File: config.mk
export PLATFORM = sky130hd
export DESIGN_NAME = fizzbuzz_serial_gen
export DESIGN_NICKNAME = d
export VERILOG_FILES = /design/src/rtl/fb_pkg.sv /design/src/rtl/fb_bcd_counter.sv /design/src/rtl/fb_residue.sv /design/src/rtl/fb_uart_tx.sv /design/src/rtl/fb_line_seq.sv /design/src/rtl/fizzbuzz_serial_gen.sv
export SDC_FILE = /design/constraint.sdc
export NUM_CORES = 1
export LEC_CHECK = 0
export ABC_AREA = 0
export BUFFER_PORTS_ARGS = -buffer_cell sky130_fd_sc_hd__buf_4
export CORE_AREA = 2 2 104 66
export DETAILED_ROUTE_END_ITERATION = 16
export DIE_AREA = 0 0 106 68
export PLACE_DENSITY_LB_ADDON = 0.05
export SYNTH_ARGS = -nofsm -noshare
export SYNTH_HDL_FRONTEND = slang
export SYNTH_SLANG_ARGS = --single-unit
export TNS_END_PERCENT = 100
File: constraint.sdc
create_clock -name clk -period 3.08 [get_ports clk]
set_input_delay 0.154 -clock clk [delete_from_list [all_inputs] [get_ports clk]]
set_output_delay 0.154 -clock clk [all_outputs]
set_load 0.02 [all_outputs]
File: src/rtl/fb_pkg.sv
// Package: shared types and character constants for the FizzBuzz generator.
// Assumes ASCII text; the word table holds "FizzBuzz" with 'F' in the top byte.
package fb_pkg;
    typedef enum logic [1:0] {LINE_NUM, LINE_FIZZ, LINE_BUZZ, LINE_BOTH} line_kind_t;

    localparam logic [7:0]  ASCII_CR  = 8'h0D;
    localparam logic [7:0]  ASCII_LF  = 8'h0A;
    localparam logic [63:0] WORD_TEXT = "FizzBuzz";

    // Returns the character at position pos (0..7) of the word table.
    function automatic logic [7:0] word_char(input int pos);
        logic [7:0] c;
        c = 8'h3F;
        for (int i = 0; i < 8; i++) begin
            if (i == pos) c = WORD_TEXT[8*(7-i) +: 8];
        end
        return c;
    endfunction
endpackage

File: src/rtl/fb_bcd_counter.sv
// Module: multi-digit BCD counter, reset value 1.
// Each digit wraps 9 -> 0 and carries into the next digit up. Assumes inc is a
// single-cycle request; the top digit wraps silently.
module fb_bcd_counter #(
    parameter int DIGITS = 3
) (
    input  logic                   clk,
    input  logic                   rst_n,
    input  logic                   inc,
    output logic [DIGITS-1:0][3:0] digit_q
);
    logic [DIGITS-1:0] carry;

    assign carry[0] = inc;

    for (genvar d = 0; d < DIGITS; d++) begin : g_digit
        if (d < DIGITS - 1) begin : g_chain
            assign carry[d+1] = carry[d] && (digit_q[d] == 4'd9);
        end

        // Step one decimal digit when its carry-in is set.
        always_ff @(posedge clk) begin
            if (!rst_n)        digit_q[d] <= (d == 0) ? 4'd1 : 4'd0;
            else if (carry[d]) digit_q[d] <= (digit_q[d] == 4'd9) ? 4'd0 : digit_q[d] + 4'd1;
        end

        // every digit stays a valid decimal value
        a_r3_digit_range: assert property (@(posedge clk) disable iff (!rst_n)
            digit_q[d] <= 4'd9);
    end
endmodule

File: src/rtl/fb_residue.sv
// Module: wrap-around residue counter modulo MOD, reset value INIT.
// Assumes MOD >= 2 and INIT < MOD; steps on inc in lock-step with the number.
module fb_residue #(
    parameter int MOD  = 3,
    parameter int INIT = 1
) (
    input  logic                   clk,
    input  logic                   rst_n,
    input  logic                   inc,
    output logic                   is_zero
);
    localparam int W = $clog2(MOD);
    logic [W-1:0] res_q;

    // Count 0..MOD-1 and wrap.
    always_ff @(posedge clk) begin
        if (!rst_n)   res_q <= W'(INIT);
        else if (inc) res_q <= (res_q == W'(MOD - 1)) ? '0 : res_q + 1'b1;
    end

    assign is_zero = (res_q == '0);

    // the residue never leaves its range
    a_r2_residue_range: assert property (@(posedge clk) disable iff (!rst_n)
        res_q <= W'(MOD - 1));
endmodule

File: src/rtl/fb_uart_tx.sv
// Module: 8N1 serial transmitter.
// A start pulse loads a byte while idle. The frame is a low start bit, eight data
// bits sent LSB first and a high stop bit, each BIT_DIV clocks long. done pulses
// for one clock after the stop bit. Assumes start arrives only while busy is low.
module fb_uart_tx #(
    parameter int BIT_DIV = 5208
) (
    input  logic       clk,
    input  logic       rst_n,
    input  logic       start,
    input  logic [7:0] data,
    output logic       ser_out,
    output logic       busy,
    output logic       done
);
    localparam int CW = $clog2(BIT_DIV);

    logic [CW-1:0] cnt_q;
    logic [3:0]    bit_q;
    logic [9:0]    shreg_q;

    // Bit timing, frame shifting and completion pulse.
    always_ff @(posedge clk) begin
        if (!rst_n) begin
            cnt_q   <= '0;
            bit_q   <= '0;
            shreg_q <= '1;
            ser_out <= 1'b1;
            busy    <= 1'b0;
            done    <= 1'b0;
        end else begin
            done <= 1'b0;
            if (!busy) begin
                if (start) begin
                    shreg_q <= {1'b1, data, 1'b0};
                    ser_out <= 1'b0;
                    cnt_q   <= '0;
                    bit_q   <= '0;
                    busy    <= 1'b1;
                end
            end else if (cnt_q == CW'(BIT_DIV - 1)) begin
                cnt_q <= '0;
                if (bit_q == 4'd9) begin
                    busy    <= 1'b0;
                    done    <= 1'b1;
                    ser_out <= 1'b1;
                end else begin
                    bit_q   <= bit_q + 4'd1;
                    ser_out <= shreg_q[1];
                    shreg_q <= {1'b1, shreg_q[9:1]};
                end
            end else begin
                cnt_q <= cnt_q + 1'b1;
            end
        end
    end

    // a frame opens with a low start bit
    a_r5_start_low: assert property (@(posedge clk) disable iff (!rst_n)
        (busy && !$past(busy)) |-> !ser_out);
    // the line idles high between frames
    a_r5_idle_high: assert property (@(posedge clk) disable iff (!rst_n)
        !busy |-> ser_out);
    // no new byte is offered during a frame
    a_r5_no_overlap: assert property (@(posedge clk) disable iff (!rst_n)
        start |-> !busy);
    // the bit counter stays inside one bit period
    a_r6_period_bound: assert property (@(posedge clk) disable iff (!rst_n)
        busy |-> (cnt_q <= CW'(BIT_DIV - 1)));
    // completion is reported only once the frame is over
    a_r8_done_idle: assert property (@(posedge clk) disable iff (!rst_n)
        done |-> !busy);
endmodule

File: src/rtl/fb_line_seq.sv
// Module: character sequencer for one text line at a time.
// It picks word text or decimal digits with leading zeros removed, then CR and LF.
// It starts the transmitter for each character and waits for done. After the LF it
// either pulses advance or, at the last number, parks in the finished state.
module fb_line_seq #(
    parameter int DIGITS = 3
) (
    input  logic                   clk,
    input  logic                   rst_n,
    input  logic [DIGITS-1:0][3:0] digits,
    input  logic                   div3,
    input  logic                   div5,
    input  logic                   at_last,
    input  logic                   tx_done,
    output logic                   tx_start,
    output logic [7:0]             tx_data,
    output logic                   advance,
    output logic                   finished
);
    import fb_pkg::*;

    localparam int MAXLEN = (DIGITS > 8) ? DIGITS : 8;
    localparam int IW     = $clog2(MAXLEN + 2);

    typedef enum logic [1:0] {SQ_SEND, SQ_WAIT, SQ_DONE} seq_state_t;

    seq_state_t  state_q;
    logic [IW-1:0] idx_q;
    line_kind_t  kind;
    int          ndig;
    int          text_len;
    logic        line_end;
    logic [3:0]  sel_digit;

    // Choose the character for the current position of the line.
    always_comb begin
        if (div3 && div5) kind = LINE_BOTH;
        else if (div3)    kind = LINE_FIZZ;
        else if (div5)    kind = LINE_BUZZ;
        else              kind = LINE_NUM;

        ndig = 1;
        for (int d = 1; d < DIGITS; d++) begin
            if (digits[d] != 4'd0) ndig = d + 1;
        end

        case (kind)
            LINE_NUM:  text_len = ndig;
            LINE_BOTH: text_len = 8;
            default:   text_len = 4;
        endcase

        sel_digit = 4'd0;
        for (int d = 0; d < DIGITS; d++) begin
            if (d == ndig - 1 - int'(idx_q)) sel_digit = digits[d];
        end

        line_end = (int'(idx_q) == text_len + 1);
        if (int'(idx_q) < text_len) begin
            case (kind)
                LINE_NUM:  tx_data = {4'b0011, sel_digit};
                LINE_BUZZ: tx_data = word_char(int'(idx_q) + 4);
                default:   tx_data = word_char(int'(idx_q));
            endcase
        end else if (int'(idx_q) == text_len) begin
            tx_data = ASCII_CR;
        end else begin
            tx_data = ASCII_LF;
        end
    end

    // Step through characters and lines, waiting on each frame.
    always_ff @(posedge clk) begin
        if (!rst_n) begin
            state_q <= SQ_SEND;
            idx_q   <= '0;
        end else begin
            case (state_q)
                SQ_SEND: state_q <= SQ_WAIT;
                SQ_WAIT: if (tx_done) begin
                    if (line_end && at_last) begin
                        state_q <= SQ_DONE;
                    end else begin
                        idx_q   <= line_end ? '0 : idx_q + 1'b1;
                        state_q <= SQ_SEND;
                    end
                end
                default: state_q <= SQ_DONE;
            endcase
        end
    end

    assign tx_start = (state_q == SQ_SEND);
    assign advance  = (state_q == SQ_WAIT) && tx_done && line_end && !at_last;
    assign finished = (state_q == SQ_DONE);

    // once finished, the block stays finished
    a_r7_hold_finished: assert property (@(posedge clk) disable iff (!rst_n)
        finished |=> finished);
    // no character is requested after the end
    a_r7_silent: assert property (@(posedge clk) disable iff (!rst_n)
        finished |-> !tx_start);
    // a line is closed only on the line feed
    a_r4_lf_closes: assert property (@(posedge clk) disable iff (!rst_n)
        advance |-> (tx_data == ASCII_LF));
endmodule

File: src/rtl/fizzbuzz_serial_gen.sv
// Module: FizzBuzz serial text generator, top level.
// It holds the number in BCD with mod-3 and mod-5 residues, runs the line
// sequencer and drives an 8N1 transmitter. Assumes BIT_DIV >= 2 and that
// LAST_NUM fits in DIGITS decimal digits.
module fizzbuzz_serial_gen #(
    parameter int BIT_DIV  = 5208,
    parameter int DIGITS   = 3,
    parameter int LAST_NUM = 100
) (
    input  logic clk,
    input  logic rst_n,
    output logic ser_out,
    output logic busy,
    output logic finished
);
    logic [DIGITS-1:0][3:0] digits;
    logic [DIGITS-1:0]      dig_eq;
    logic                   div3, div5, at_last, advance;
    logic                   tx_start, tx_done;
    logic [7:0]             tx_data;

    for (genvar d = 0; d < DIGITS; d++) begin : g_last
        localparam int DV = (LAST_NUM / (10 ** d)) % 10;
        assign dig_eq[d] = (digits[d] == 4'(DV));
    end
    assign at_last = &dig_eq;

    fb_bcd_counter #(.DIGITS(DIGITS)) u_number (
        .clk(clk), .rst_n(rst_n), .inc(advance), .digit_q(digits));

    fb_residue #(.MOD(3), .INIT(1)) u_mod3 (
        .clk(clk), .rst_n(rst_n), .inc(advance), .is_zero(div3));

    fb_residue #(.MOD(5), .INIT(1)) u_mod5 (
        .clk(clk), .rst_n(rst_n), .inc(advance), .is_zero(div5));

    fb_line_seq #(.DIGITS(DIGITS)) u_seq (
        .clk(clk), .rst_n(rst_n), .digits(digits), .div3(div3), .div5(div5),
        .at_last(at_last), .tx_done(tx_done), .tx_start(tx_start),
        .tx_data(tx_data), .advance(advance), .finished(finished));

    fb_uart_tx #(.BIT_DIV(BIT_DIV)) u_tx (
        .clk(clk), .rst_n(rst_n), .start(tx_start), .data(tx_data),
        .ser_out(ser_out), .busy(busy), .done(tx_done));

    // nothing is on the line after the end
    a_r8_idle_when_finished: assert property (@(posedge clk) disable iff (!rst_n)
        finished |-> (!busy && ser_out));
endmodule

==> impl_metrics.toml <==
[place]
io_buffers = 4
routabilityCongestion = 0.8361
place_ws_ns = -0.1535
dp_hpwl_um = 6195

[pwr]
powerDensity_nw_per_um2 = 297.7
share_comb_of_total_power_pct = 7.2
ir_worst_vdd_v = 0.0001865
p_sw_share_pct = 25.19
power_frac_seq_pct = 56.0
clkPwrFrac_pct = 36.7
p_sw_mw = 0.3063
p_int_mw = 0.9099
leakagePower_nw = 1.592

[route]
routed_wl_um = 8537
drcViolationCount = 0
wl_per_cell_um = 15.66
vias = 3222
drt_iter0_drc = 207
ant_nets = 0
viasPerCell = 5.912
drt_pass1_iterations = 4

[die]
io_pins = 5
dieArea_um2 = 7208
fp-row-count = 23
die_h_um = 68
die_w_um = 106
start_util_pct = 53.87
core_area_um2 = 6360

[logic_synthesis]
synth-xor-area-share_pct = 2.557
avgSynthCellArea_um2 = 8.275
synth_mux_area_share_pct = 2.484
ys_seq_area_share_pct = 29.80
synth_area_leaders = "dfxtp_1 (30%), ha_1 (9.5%), a21oi_1 (4.2%)"
ys_warn_count = 0
synthDistinctLibCells = 64
synth_top_area_share_pct = 29.80
synth_compound_area_share_pct = 23.05
ys.flop_type = "dfxtp_1"
syn_area_um2 = 3426
async_flop_share_pct = 0
yosys.area.top_type = "dfxtp_1"
ys_ff_latch = 51
synth_top_family_by_area = "simple AND/OR/NAND/NOR gates"
synth-simple-area-share_pct = 27.43
syn_inst = 414
synth_edf_count = 0
synth_fa_ha_area_share_pct = 10.08

[finish]
multiInputGateArea_um2 = 2395
area_growth_pct = 19.25
antennaDiodeCount = 0
nets = 486
ff_latch_area_um2 = 1027
n_fill_cell = 550
drive_above_1_share_pct = 22.27
fin_util_pct = 64.23

[clock_network]
cts.sinks = 51
path_clk_slew_ns = 0.10
ctsRootBufferMaster = "clkbuf_8"
cts.htree.levels = 2
cts_tree = "built"
clkLatencyLatePin_ns = 0.32
clockBufferDepth = 2
cts_hold_buf = 0
cts_inserted_buffers = 5

[sta]
finalMaxSlewViolations = 0
maxSlewHeadroom_pct = 56.40
max_freq_ghz = 0.3350
tightest_slew_ns = 0.6500
finalCritPeriodShare_pct = 96.93
setup_ws_ns = 0.09448
setup_viol_count_final = 0
holdWs_ns = 0.1313
finalHoldViolCount = 0
fin_skew_ns = 0.01403
timing.final.crit_period_ns = 2.986
rsz0062_at_grt = "true"

[setup_path]
crit_top_cell = "nand2b_1"
worstPathArrival_ns = 3.21
cp_max_fo = 4
slowest_delay_ns = 0.37
path_class = "reg -> reg"
start_kind = "flop"
critPathCaptureType = "flop"
cp.required_ns = 3.31
cp_slowest_cell = "dfxtp_4"
cp_cell_sequence = "nor3_4, nand2b_1, inv_2, nand2b_1, ha_2, fa_2, nor3_2, ha_1, nor4bb_1, nand2_1, a311oi_2, buf_4, a21oi_2, o31ai_1"

[global_route]
overflow = 0
antenna_found_initial = 0
grt_pass1_wl_um = 13910
grt_max_degree = 22
grtUsageTotal_pct = 24.59
grt_pass1_vias = 2793

[job]
drv_cap = 0

[worst_hold_path]
hp-class = "in -> reg"

[status]
outcome = "finished clean"
[placed cells by master, fill, tap and decap left out, types with 4 or more instances in the layout]
cell / instances
a2111oi_0: 6
a21oi_1: 28
a22o_1: 4
a31oi_1: 9
and3_1: 10
buf_4: 47
clkbuf_8: 7
conb_1: 6
dfxtp_1: 48
ha_1: 22
inv_1: 17
inv_2: 5
mux2_2: 4
mux2i_1: 4
nand2_1: 31
nand2b_1: 7
nand3_1: 16
nand4_1: 7
nor2_1: 25
nor2b_1: 12
nor3_1: 8
nor3b_1: 4
o211a_1: 5
o211ai_1: 4
o21ai_0: 21
o221a_2: 4
or3_1: 8
xnor2_1: 4
[state kept, by name, indices dropped and copies added (netlist names)]
signal            cells
u_tx.done             1
u_seq.state_q         2
u_tx.ser_out          1
u_tx.cnt_q           13
u_mod3.res_q          2
u_tx.busy             1
u_tx.shreg_q          8
u_seq.idx_q           4
u_mod5.res_q          3
u_tx.bit_q            4
u_number.digit_q     12
[power by group through the flow]
stage | combinational (mW) | clock [mW] | sequential, mW
2_1_floorplan | 0.0631 | 0 | 0.695
3_3_place_gp | 0.0843 | 0 | 0.697
3_5_place_dp | 0.0862 | 0 | 0.698
4_1_cts | 0.0861 | 0.451 | 0.682
5_1_grt | 0.0996 | 0.474 | 0.684
6_report | 0.0878 | 0.447 | 0.682
[final cells by class]
cell class                 count  area share, %
clock buffer                   7          2.358
multi-input combinational    328          58.62
inverter                      23          2.113
timing repair buffer          48          8.913
tap                           87          2.665
sequential                    51          25.15
clock inverter                 1         0.1838
[per-stage QoR]
stage	setup TNS, ns	area (um^2)	power [mW]	cells
6_report	0	4085	1.216	545
4_1_cts	0	3968	1.219	540
5_1_grt	-0.3579	4085	1.257	545
3_5_place_dp	-0.7627	3784	0.7837	528
2_1_floorplan	0	3445	0.7584	419
3_3_place_gp	-0.2461	3784	0.7814	528
[cell usage after synthesis (3+ instances only)]
cell       count
nor2_1        25
inv_1         22
xnor2_1        7
or3_1          8
mux2_2         4
o211a_1        5
nand2_1       32
nor3_1        10
nand3_1       16
dfxtp_1       51
nor4_1         3
o211ai_1       4
xor2_1         3
o221a_2        4
mux2i_1        4
nand4_1        7
a22o_1         4
and3_1        10
nand2b_1       7
a2111oi_0      6
nor3b_1        4
clkbuf_1      14
a31oi_1        9
buf_2          3
a211o_1        3
o21ai_0       24
nor2b_1       15
a21oi_1       29
a32o_1         3
and2_1         3
ha_1          26
[per-layer routing]
layer,routed length (um),global-route usage (%),up-vias
met1,4535,37.93,1506
met4,48,4.934,0
met5,0,0,-
met2,3439,35.24,84
li1,-,-,1626
met3,515,4.667,6
[worst paths after layout]
kind                                            end  cells past startpoint           startpoint  slack [ns]
worst max-delay path                u_tx.shreg_q[4]                     14  u_number.digit_q[9]        0.09
worst min-delay path            u_number.digit_q[0]                      2                rst_n        0.13
worst max register to register      u_tx.shreg_q[4]                     14  u_number.digit_q[9]        0.09
worst min register to register      u_tx.shreg_q[8]                      2      u_tx.shreg_q[8]        0.48
[cell families after synthesis]
kind of cell	count (synthesis)
simple gates	163
compound gates	114
flops	51
buf+inv	40
fa+ha+maj	27
xor+xnor	10
mux	8
other cells	1
[critical path: cells and delay by family, from the launching register on]
| kind | cells | cell delay [ns] |
|---|---|---|
| AOI/OAI and AO/OA | 3 | 0.47 |
| and+or+nand+nor | 6 | 0.99 |
| adders and majority gates | 3 | 0.81 |
| DFF | 1 | 0.37 |
| buffers and inverters | 2 | 0.26 |
[timing repair]
action	CTS	global route
buffers inserted	4	5
pin swaps	3	18
resized for setup	12	24
endpoints found under the setup margin	13	22
(Power assumes the default switching activity.)
